`config.mk`:
```
export PLATFORM = sky130hd
export DESIGN_NAME = hs_slave_sched
export DESIGN_NICKNAME = d
export VERILOG_FILES = /design/src/rtl/hs_pkg.sv /design/src/rtl/hs_period_meter.sv /design/src/rtl/hs_delay_calc.sv /design/src/rtl/hs_slave_timer.sv /design/src/rtl/hs_half_shift.sv /design/src/rtl/hs_slave_sched.sv
export SDC_FILE = /design/constraint.sdc
export NUM_CORES = 1
export LEC_CHECK = 0
export BUFFER_PORTS_ARGS = -buffer_cell sky130_fd_sc_hd__buf_4
export CAP_MARGIN = 10
export CORE_MARGIN = 2
export CORE_UTILIZATION = 62
export DETAILED_ROUTE_END_ITERATION = 7
export PLACE_DENSITY = 0.83
export SETUP_SLACK_MARGIN = 0.2
export SYNTH_ARGS = -nofsm -noshare
export SYNTH_HDL_FRONTEND = slang
export SYNTH_SLANG_ARGS = --single-unit
```
`constraint.sdc`:
```
create_clock -name clk_i -period 2.9 [get_ports clk_i]
set_clock_uncertainty 0.05 [all_clocks]
set_input_delay 0.29 -clock clk_i [delete_from_list [all_inputs] [get_ports clk_i]]
set_output_delay 0.29 -clock clk_i [all_outputs]
set_load 0.01 [all_outputs]
```
`src/rtl/hs_pkg.sv`:
```
package hs_pkg;
  typedef enum logic [1:0] {
    SLV_IDLE = 2'd0,
    SLV_WAIT = 2'd1,
    SLV_ON   = 2'd2
  } slv_state_e;

  localparam int unsigned FRAME_DEF = 240;
endpackage

```
`src/rtl/hs_period_meter.sv`:
```
module hs_period_meter #(
  parameter int unsigned CW = 12
) (
  input  logic          clk_i,
  input  logic          rst_ni,
  input  logic          master_on_i,
  output logic          rise_o,
  output logic [CW-1:0] meas_o,
  output logic          meas_vld_o
);
  localparam logic [CW-1:0] CNT_MAX = {CW{1'b1}};

  logic          prev_q, seen_q, vld_q;
  logic [CW-1:0] cnt_q, meas_q;

  assign rise_o     = master_on_i & ~prev_q;
  assign meas_o     = meas_q;
  assign meas_vld_o = vld_q;

  always_ff @(posedge clk_i or negedge rst_ni) begin
    if (!rst_ni) begin
      prev_q <= 1'b0;
      seen_q <= 1'b0;
      vld_q  <= 1'b0;
      cnt_q  <= '0;
      meas_q <= '0;
    end else begin
      prev_q <= master_on_i;
      if (rise_o) begin
        meas_q <= cnt_q;
        vld_q  <= seen_q;
        seen_q <= 1'b1;
        cnt_q  <= CW'(1);
      end else if (cnt_q != CNT_MAX) begin
        cnt_q <= cnt_q + CW'(1);
      end
    end
  end

  p_cnt_restart_r1: assert property (@(posedge clk_i) disable iff (!rst_ni)
    rise_o |=> cnt_q == CW'(1));
  p_sat_hold_r8: assert property (@(posedge clk_i) disable iff (!rst_ni)
    (cnt_q == CNT_MAX && !rise_o) |=> cnt_q == CNT_MAX);
endmodule

```
`src/rtl/hs_delay_calc.sv`:
```
module hs_delay_calc #(
  parameter int unsigned CW    = 12,
  parameter int unsigned FRAME = 240,
  parameter int unsigned PMAX  = 4000
) (
  input  logic          clk_i,
  input  logic          rst_ni,
  input  logic [CW-1:0] meas_i,
  input  logic          meas_vld_i,
  input  logic [CW-1:0] ton_i,
  output logic [CW-1:0] pend_dly_o,
  output logic          pend_ext_o,
  output logic          pend_vld_o,
  output logic          err_o
);
  localparam int unsigned FW = (FRAME > 1) ? $clog2(FRAME) : 1;
  localparam logic [FW-1:0] FR_LAST = FW'(FRAME - 1);
  localparam logic [CW:0]   PMAX_V  = (CW+1)'(PMAX);

  logic [FW-1:0] fr_q;
  logic          tick;
  logic          too_short, too_long, reject;
  logic [CW:0]   ton2;

  assign tick      = (fr_q == FR_LAST);
  assign ton2      = {ton_i, 1'b0};
  assign too_short = {1'b0, meas_i} < ton2;
  assign too_long  = {1'b0, meas_i} > PMAX_V;
  assign reject    = too_short | too_long;

  always_ff @(posedge clk_i or negedge rst_ni) begin
    if (!rst_ni) fr_q <= '0;
    else if (tick) fr_q <= '0;
    else fr_q <= fr_q + FW'(1);
  end

  always_ff @(posedge clk_i or negedge rst_ni) begin
    if (!rst_ni) begin
      pend_dly_o <= '0;
      pend_ext_o <= 1'b0;
      pend_vld_o <= 1'b0;
      err_o      <= 1'b0;
    end else if (tick && meas_vld_i) begin
      if (reject) begin
        err_o <= 1'b1;
      end else begin
        pend_dly_o <= meas_i >> 1;
        pend_ext_o <= meas_i[0];
        pend_vld_o <= 1'b1;
        err_o      <= 1'b0;
      end
    end
  end

  p_keep_on_err_r7: assert property (@(posedge clk_i) disable iff (!rst_ni)
    $rose(err_o) |-> ($stable(pend_dly_o) && $stable(pend_ext_o)));
  p_refresh_frame_r5: assert property (@(posedge clk_i) disable iff (!rst_ni)
    !tick |=> ($stable(pend_dly_o) && $stable(err_o)));
endmodule

```
`src/rtl/hs_slave_timer.sv`:
```
module hs_slave_timer
  import hs_pkg::*;
#(
  parameter int unsigned CW = 12
) (
  input  logic          clk_i,
  input  logic          rst_ni,
  input  logic          rise_i,
  input  logic [CW-1:0] pend_dly_i,
  input  logic          pend_ext_i,
  input  logic          pend_vld_i,
  input  logic [CW-1:0] ton_i,
  output logic          gate_o,
  output logic          ext_o
);
  slv_state_e    st_q;
  logic [CW-1:0] dcnt_q, oncnt_q, act_dly_q;
  logic          act_ext_q, act_vld_q;

  assign ext_o = act_ext_q;

  always_ff @(posedge clk_i or negedge rst_ni) begin
    if (!rst_ni) begin
      st_q      <= SLV_IDLE;
      dcnt_q    <= '0;
      oncnt_q   <= '0;
      act_dly_q <= '0;
      act_ext_q <= 1'b0;
      act_vld_q <= 1'b0;
      gate_o    <= 1'b0;
    end else if (rise_i) begin
      gate_o <= 1'b0;
      if (pend_vld_i) begin
        act_dly_q <= pend_dly_i;
        act_ext_q <= pend_ext_i;
        act_vld_q <= 1'b1;
        dcnt_q    <= pend_dly_i;
        st_q      <= SLV_WAIT;
      end else begin
        st_q <= SLV_IDLE;
      end
    end else begin
      unique case (st_q)
        SLV_WAIT: begin
          if (dcnt_q <= CW'(1)) begin
            if (ton_i != '0) begin
              gate_o  <= 1'b1;
              oncnt_q <= ton_i;
              st_q    <= SLV_ON;
            end else begin
              st_q <= SLV_IDLE;
            end
          end else begin
            dcnt_q <= dcnt_q - CW'(1);
          end
        end
        SLV_ON: begin
          if (oncnt_q <= CW'(1)) begin
            gate_o <= 1'b0;
            st_q   <= SLV_IDLE;
          end else begin
            oncnt_q <= oncnt_q - CW'(1);
          end
        end
        default: st_q <= SLV_IDLE;
      endcase
    end
  end

  p_apply_at_rise_r5: assert property (@(posedge clk_i) disable iff (!rst_ni)
    !rise_i |=> ($stable(act_dly_q) && $stable(act_ext_q)));
  p_no_gate_unarmed_r6: assert property (@(posedge clk_i) disable iff (!rst_ni)
    !act_vld_q |-> !gate_o);
  p_rise_clears_r10: assert property (@(posedge clk_i) disable iff (!rst_ni)
    rise_i |=> !gate_o);
  p_on_state_r4: assert property (@(posedge clk_i) disable iff (!rst_ni)
    gate_o |-> st_q == SLV_ON);
endmodule

```
`src/rtl/hs_half_shift.sv`:
```
module hs_half_shift (
  input  logic clk_i,
  input  logic rst_ni,
  input  logic gate_i,
  input  logic ext_i,
  output logic gate_o
);
  logic gate_n_q;

  // re-time on the falling edge for the half-clock extension
  always_ff @(negedge clk_i or negedge rst_ni) begin
    if (!rst_ni) gate_n_q <= 1'b0;
    else gate_n_q <= gate_i;
  end

  assign gate_o = ext_i ? gate_n_q : gate_i;

  p_half_follow_r3: assert property (@(negedge clk_i) disable iff (!rst_ni)
    1'b1 |=> gate_n_q == $past(gate_i));
endmodule

```
`src/rtl/hs_slave_sched.sv`:
```
module hs_slave_sched #(
  parameter int unsigned CW    = 12,
  parameter int unsigned FRAME = hs_pkg::FRAME_DEF,
  parameter int unsigned PMAX  = 4000
) (
  input  logic          clk_i,
  input  logic          rst_ni,
  input  logic          master_on_i,
  input  logic [CW-1:0] ton_i,
  output logic          slave_gate_o,
  output logic          half_ext_o,
  output logic          period_err_o
);
  logic          rise;
  logic [CW-1:0] meas;
  logic          meas_vld;
  logic [CW-1:0] pend_dly;
  logic          pend_ext, pend_vld;
  logic          gate_pos;

  hs_period_meter #(.CW(CW)) u_meter (
    .clk_i      (clk_i),
    .rst_ni     (rst_ni),
    .master_on_i(master_on_i),
    .rise_o     (rise),
    .meas_o     (meas),
    .meas_vld_o (meas_vld)
  );

  hs_delay_calc #(.CW(CW), .FRAME(FRAME), .PMAX(PMAX)) u_calc (
    .clk_i      (clk_i),
    .rst_ni     (rst_ni),
    .meas_i     (meas),
    .meas_vld_i (meas_vld),
    .ton_i      (ton_i),
    .pend_dly_o (pend_dly),
    .pend_ext_o (pend_ext),
    .pend_vld_o (pend_vld),
    .err_o      (period_err_o)
  );

  hs_slave_timer #(.CW(CW)) u_timer (
    .clk_i      (clk_i),
    .rst_ni     (rst_ni),
    .rise_i     (rise),
    .pend_dly_i (pend_dly),
    .pend_ext_i (pend_ext),
    .pend_vld_i (pend_vld),
    .ton_i      (ton_i),
    .gate_o     (gate_pos),
    .ext_o      (half_ext_o)
  );

  hs_half_shift u_shift (
    .clk_i  (clk_i),
    .rst_ni (rst_ni),
    .gate_i (gate_pos),
    .ext_i  (half_ext_o),
    .gate_o (slave_gate_o)
  );

  p_ext_hold_r5: assert property (@(posedge clk_i) disable iff (!rst_ni)
    !rise |=> $stable(half_ext_o));
  always_comb begin
    if (!rst_ni) p_reset_quiet_r9: assert (!slave_gate_o && !half_ext_o && !period_err_o);
  end
endmodule

```
==> impl_results.md, run 1 <==
* Status: finished, final reports clean
* Pleak at 2.130 nW
* Core area at 0.006681 sq mm
* Vias in the first global route at 3,494
* Number of distinct library cells after synthesis at 65
* First-pass GRT wire length at 16,400 um
* # DRC at 0
* CTS tree: done
* Max-slew headroom at 36.05%
* Setup_tns at 0 ns
* Starting DRT DRC Count at 257
* Die Width at 86.42 um
* Synth-to-Final Area Change at 10.61%
* # setup viols final at 0
* Antenna violations before repair at 0
* Largest net degree at the start of global routing at 78
* Root buf cell: clkbuf_8
* Worst min path class: input port to async pin
* Worst Setup Path Type: register to output port
* Area post-placement at 0.004422 sq mm
* Critical Path RT at 2.56 ns
* RSZ-0062 raised after global routing: yes
* Max Cap Viol at 0
* Initial Utilization at 63.03%
* Post-Route WL at 9531 um
* Die area at 0.007468 sq mm
* Clock tree buffer depth at 2
* EDFF count, synth at 0
* Worst-path fanout max at 1
* Post-DRT Antenna Nets at 0
* Final #Nets at 489
* Final instance area at 0.004658 sq mm
* Clock transition at path regs at 0.07 ns
* Die height at 86.42 um
* CP Data Arrival Time at 2.50 ns
* Routed vias/inst at 6.427
* VDD IR max at 314.9 uV
* Worst slew pin tran at 0.9592 ns
* Number of I/O pins at 18
* Crit. End Element: output port
* CP Launch Type: register
* GR Overflow Total at 0
* Syn_area_per_cell at 9.637 sq um
* Inserted Clock Buffers at 9
* Number of synthesized register bits at 78
* Commonest register cell after synthesis: dfrtp_1
* Async SR Flop Fraction at 100.0%
* FF-to-FF setup slack at 0.36 ns
* Syn_nets at 470
* Syn Inst Count at 437
* Syn. warnings at 0
* Clk sinks at 78
* Reg2Reg Depth at 5
* Layout cells sized above 1 at 15.84%
* Cell Area, Synth at 0.004212 sq mm
* Final number of hold-violating endpoints at 0
* Gpl congestion at 0.9268
* Via count at 3,477
* GR Util All Layers at 27.97%
* Avg WL per Cell at 17.62 um
* Depth of the CTS H-tree at 3
* Pwr Density at 491.8 mW/mm^2
* Diodes inserted at 0
* Worst-Skew Late Latency at 0.34 ns
* Drt pass-1 iters at 5
* Post-synthesis sequential area ratio at 46.35%
* Pins Over Slew Limit at 0
* IO Port Bufs at 17
* # rows at 30
* Post-detail-place hpwl at 6687 um
==> report_power, final <==
group	switching [mW]	total [mW]	internal, mW
clock	0.393	0.876	0.483
combinational	0.123	0.212	0.0889
sequential	0.0651	1.20	1.14
total	0.581	2.29	1.71
==> final timing paths <==
check	start	endpoint
setup / recovery	u_shift.gate_n_q$_DFF_NN0_	slave_gate_o
hold / removal	rst_ni	u_timer.ext_o$_DFFE_PN0P_
setup reg to reg	u_timer.dcnt_q[8]$_DFFE_PN0P_	u_timer.oncnt_q[5]$_DFFE_PN0P_
hold reg to reg	u_calc.pend_vld_o$_DFFE_PN0P_	u_calc.pend_vld_o$_DFFE_PN0P_
max in group asynchronous	rst_ni	u_shift.gate_n_q$_DFF_NN0_
min in group clk_i	ton_i[6]	u_timer.oncnt_q[6]$_DFFE_PN0P_
==> cells in the mapped netlist, types with 4 or more instances <==
master     n  area, sq um
a211oi_1   6        45.04
a21oi_1   17        85.08
a31oi_1   10        62.56
and3_1     4        25.02
clkbuf_1  13        48.80
dfrtp_1   77         1927
ha_1      18        225.2
inv_1     21        78.83
mux2_2    14        157.7
nand2_1   50        187.7
nand2b_1   8        50.05
nand3_1   13        65.06
nand4_1    4        25.02
nor2_1    37        138.9
nor3_1    16        80.08
nor4_1     8        50.05
o21a_1     4        30.03
o21ai_0   25        125.1
or2_2      4        25.02
or3_1      8        50.05
or4_1      6        45.04
xnor2_1    5        43.79
xor2_1     5        43.79
==> critical path: stages (launching register included) <==
cell	delay (ns)
dfrtn_1	0.34
mux2_4	0.26
buf_6	0.12
==> kinds of logic (layout without fill, tap and decap cells) <==
| family | after synthesis | count (layout) | synth area share [%] |
|---|---|---|---|
| compound gates | 100 | 100 | 16.88 |
| xor+xnor | 10 | 10 | 2.080 |
| fa+ha+maj | 18 | 18 | 5.348 |
| buf+inv | 39 | 63 | 3.773 |
| flops | 78 | 78 | 46.35 |
| mux | 17 | 17 | 4.456 |
| simple gates | 175 | 175 | 21.12 |
==> registers in the layout, indices dropped and copies added, names as in the netlist, 2 cells and up <==
register / count
u_timer.dcnt_q: 12
u_timer.oncnt_q: 12
u_meter.cnt_q: 12
u_timer.st_q: 2
u_calc.fr_q: 8
u_calc.pend_dly_o: 11
u_meter.meas_o: 12
==> cell usage in the layout (no fill, tap or decap), types with 3 or more instances in the layout <==
cell type  Yosys  layout
a32oi_1        3       3
mux2_2        14      13
nand2b_1       8       8
a21oi_1       17      17
mux2i_1        3       3
nor2_1        37      37
ha_1          18      18
o21ai_0       25      25
nor4_1         8       8
or4_1          6       6
o21ai_1        3       3
or3_1          8       8
a22oi_1        3       3
a211oi_1       6       6
xor2_1         5       5
nand4_1        4       4
or2_2          4       4
nor3_1        16      16
nor4b_1        3       3
o2bb2ai_1      3       3
and3_1         4       3
dfrtp_1       77      77
clkbuf_8       0       9
xnor2_1        5       5
buf_4          1      24
nand2_1       50      50
inv_1         21      21
o21a_1         4       4
nand3_1       13      13
a31oi_1       10      10
==> stage by stage <==
| stage | power (mW) | hold slack (ns) | setup WS [ns] | std cells | utilization [%] |
|---|---|---|---|---|---|
| 2_1_floorplan | 1.336 | -0.05559 | 0.4332 | 437 | - |
| 3_3_place_gp | 1.419 | 0.3660 | 0.4199 | 524 | 66.18 |
| 3_5_place_dp | 1.433 | 0.3691 | 0.3962 | 524 | 66.18 |
| 4_1_cts | 2.311 | 0.1283 | 0.04983 | 541 | 69.64 |
| 5_1_grt | 2.389 | 0.1464 | 0.02653 | 541 | 69.72 |
| 6_report | 2.291 | 0.1371 | 0.06033 | 541 | 69.72 |
==> timing repair <==
| item | in CTS | in global routing |
|---|---|---|
| buffers inserted | 0 | 0 |
| setup endpoints to repair | 1 | 7 |
| resized for setup | 2 | 2 |
| hold buffers | 1 | 0 |
| endpoints found under the hold margin | 1 | 0 |
==> layout make-up <==
| cell class | count | area (sq um) |
|---|---|---|
| inverters | 21 | 78.83 |
| flip-flops and latches | 78 | 1952 |
| well taps | 80 | 100.1 |
| repair buffers | 26 | 201.4 |
| clock buffers | 10 | 127.6 |
| fillers | 501 | 2023 |
| clock inverters | 6 | 86.33 |
| multi-input cells | 320 | 2112 |
==> metal layers <==
layer | wire length (um) | up-vias | part of all wire [%] | track usage [%]
met4 | 221 | 0 | 2.3 | 12.36
li1 | - | 1638 | - | -
met2 | 4571 | 126 | 48 | 43.64
met1 | 4203 | 1689 | 44 | 38.03
met5 | 0 | - | 0 | 0
met3 | 534 | 24 | 5.6 | 5.810
Power figures use the tool's default switching activity.
==> run 2: changes to the inputs <==
- CORE_UTILIZATION: 62 -> 46
- PLACE_DENSITY: 0.83 -> 0.65
==> run 2 against run 1 <==
Against the previous run:
- largest cell class unchanged
- clock power decreased by 16%
- cell area increased by 0.30%
- final cell count increased by 5.7%
- critical path depth unchanged
- clock-buffer cell count increased by 1
- flip-flop and latch count unchanged
- die area increased by 33%
- sequential share of layout area decreased by 0.12 points
- global-route usage decreased by 7.3 points
- utilization decreased by 17 points
- combinational power about the same
==> impl_results.md, run 2 (same netlist as run 1, synthesis figures left out) <==
* Critical Path RT at 2.56 ns (about the same)
* Core area at 0.008806 sq mm (was 0.006681 sq mm)
* Max stage delay cell, worst path: dfrtn_1 (unchanged)
* Crit. End Element: output port (unchanged)
* Post-detail-place hpwl at 6740 um (was 6687 um)
* Starting DRT DRC Count at 127 (was 257)
* Area post-placement at 0.004479 sq mm (was 0.004422 sq mm)
* Avg WL per Cell at 16.52 um (was 17.62 um)
* Worst Setup Path Type: register to output port (unchanged)
* # DRC at 0 (unchanged)
* CTS tree: done (unchanged)
* Number of I/O pins at 18 (unchanged)
* Pwr Total at 2.155 mW (was 2.291 mW)
* RSZ-0062 raised after global routing: yes (unchanged)
* Synth-to-Final Area Change at 10.93% (was 10.61%)
* Final number of hold-violating endpoints at 0 (unchanged)
* Die Width at 99.69 um (was 86.42 um)
* Max-slew headroom at 34.66% (was 36.05%)
* Worst-path fanout max at 1 (unchanged)
* Inserted Clock Buffers at 9 (unchanged)
* CP peak stage delay at 0.33 ns (was 0.34 ns)
* Clk sinks at 78 (unchanged)
* Commonest non-fill, non-tap cell in the layout: dfrtp_1 (unchanged)
* Pwr Density at 461.4 mW/mm^2 (was 491.8 mW/mm^2)
* Diodes inserted at 0 (unchanged)
* Grt met3 use at 4.779% (was 5.810%)
* Non-filler cells in the finished layout at 572 (was 541)
* Crit-path cells: mux2_4 > buf_6 (unchanged)
* # rows at 34 (was 30)
* Final Core Density at 53.05% (was 69.72%)
* Worst Setup EP: slave_gate_o (unchanged)
* Worst slew pin tran at 0.9802 ns (was 0.9592 ns)
* Post-CTS Setup Bufs at 0 (unchanged)
* Met2 Use GR at 31.19% (was 43.64%)
* RR Startpoint: u_timer.dcnt_q[8]$_DFFE_PN0P_ (unchanged)
* Gpl congestion at 0.9251 (was 0.9268)
* Top Family by Delay on Critical Path: flip-flops (unchanged)
* Final worst slack at 0.06923 ns (was 0.06033 ns)
* Post-Route WL at 9450 um (was 9531 um)
* Pleak at 2.121 nW (was 2.130 nW)
* Stages on worst setup path at 2 (unchanged)
* Final #Nets at 492 (was 489)
* VDD IR max at 393.3 uV (was 314.9 uV)
* M1 GR Usage at 29.86% (was 38.03%)
* Gr busiest metal: met2 (unchanged)
* Post-DRT Antenna Nets at 0 (unchanged)
* First-pass GRT wire length at 16,460 um (was 16,400 um)
* Worst min path class: input port to async pin (unchanged)
* Placed cells at 555 (was 524)
* CP Buf/Inv Count at 1 (unchanged)
* Antenna violations before repair at 0 (unchanged)
* Status: finished, final reports clean (unchanged)
* Drt pass-1 iters at 4 (was 5)
* FF-to-FF setup slack at 0.38 ns (was 0.36 ns)
* Max Cap Viol at 0 (unchanged)
* CP startpoint: u_shift.gate_n_q$_DFF_NN0_ (unchanged)
* Fin Hold WS at 0.1243 ns (was 0.1371 ns)
* Vias in the first global route at 3,261 (was 3,494)
* GR Overflow Total at 0 (unchanged)
* Die area at 0.009937 sq mm (was 0.007468 sq mm)
* Clock transition at path regs at 0.08 ns (was 0.07 ns)
* Dpl ws at 0.4062 ns (was 0.3962 ns)
* Worst-Skew Late Latency at 0.35 ns (was 0.34 ns)
* Depth of the CTS H-tree at 3 (unchanged)
* Reg2Reg Depth at 5 (unchanged)
* Routed vias/inst at 5.928 (was 6.427)
* Most frequent cells in the layout: dfrtp_1 (77), nand2_1 (50), nor2_1 (37), buf_4 (27), o21ai_0 (25) (was dfrtp_1 (77), nand2_1 (50), nor2_1 (37), o21ai_0 (25), buf_4 (24))
* Setup_tns at 0 ns (unchanged)
* Layout cells sized above 1 at 16.16% (was 15.84%)
* GR Util All Layers at 20.69% (was 27.97%)
* Root buf cell: clkbuf_8 (unchanged)
* Reg2reg end: u_timer.oncnt_q[6]$_DFFE_PN0P_ (was u_timer.oncnt_q[5]$_DFFE_PN0P_)
* CP Launch Type: register (unchanged)
* Via count at 3,391 (was 3,477)
* IO Port Bufs at 17 (unchanged)
* Clock tree buffer depth at 2 (unchanged)
* Final instance area at 0.004672 sq mm (was 0.004658 sq mm)
* Die height at 99.69 um (was 86.42 um)
* CP Data Arrival Time at 2.49 ns (was 2.50 ns)
* # setup viols final at 0 (unchanged)
* Largest net degree at the start of global routing at 78 (unchanged)
* Pins Over Slew Limit at 0 (unchanged)
* Initial Utilization at 47.83% (was 63.03%)
==> run 2: worst min path at each step <==
stage	startpoint	endpoint	slack (ns)	cells after the start
6_report	rst_ni	u_timer.dcnt_q[1]$_DFFE_PN0P_	0.12	2
5_1_grt	ton_i[6]	u_timer.oncnt_q[6]$_DFFE_PN0P_	0.16	2
4_1_cts	ton_i[6]	u_timer.oncnt_q[6]$_DFFE_PN0P_	0.16	2
3_5_place_dp	master_on_i	u_meter.prev_q$_DFF_PN0_	0.37	1
3_3_place_gp	master_on_i	u_meter.prev_q$_DFF_PN0_	0.37	1
2_1_floorplan	rst_ni	u_calc.err_o$_DFFE_PN0P_	-0.06	0
==> run 2: area by class of cell <==
type / instances / area, sq um
clock buffers: 11 / 141.4
repair buffers: 29 / 224.0
clock inverters: 5 / 33.78
inverters: 21 / 78.83
well taps: 108 / 135.1
flip-flops and latches: 78 / 1952
multi-input cells: 320 / 2107
fillers: 814 / 4134
==> run 2: metal layers <==
layer	wire length, um	part of all wire, %
met1	4704	50
met2	4329	46
met3	305	3.2
met4	111	1.2
met5	0	0
==> run 2: report_power, final <==
group	total, mW	leakage [nW]	internal [mW]	switching [mW]
Sequential	1.21	1.02	1.14	0.0695
Combinational	0.209	1.01	0.0884	0.120
Clock	0.740	0.0857	0.335	0.406
Total	2.16	2.12	1.56	0.596
==> run 2: what timing repair did <==
item	in CTS	in global routing
gates resized for setup	2	0
setup endpoints to repair	1	1
endpoints found under the hold margin	1	0
hold buffers	1	0
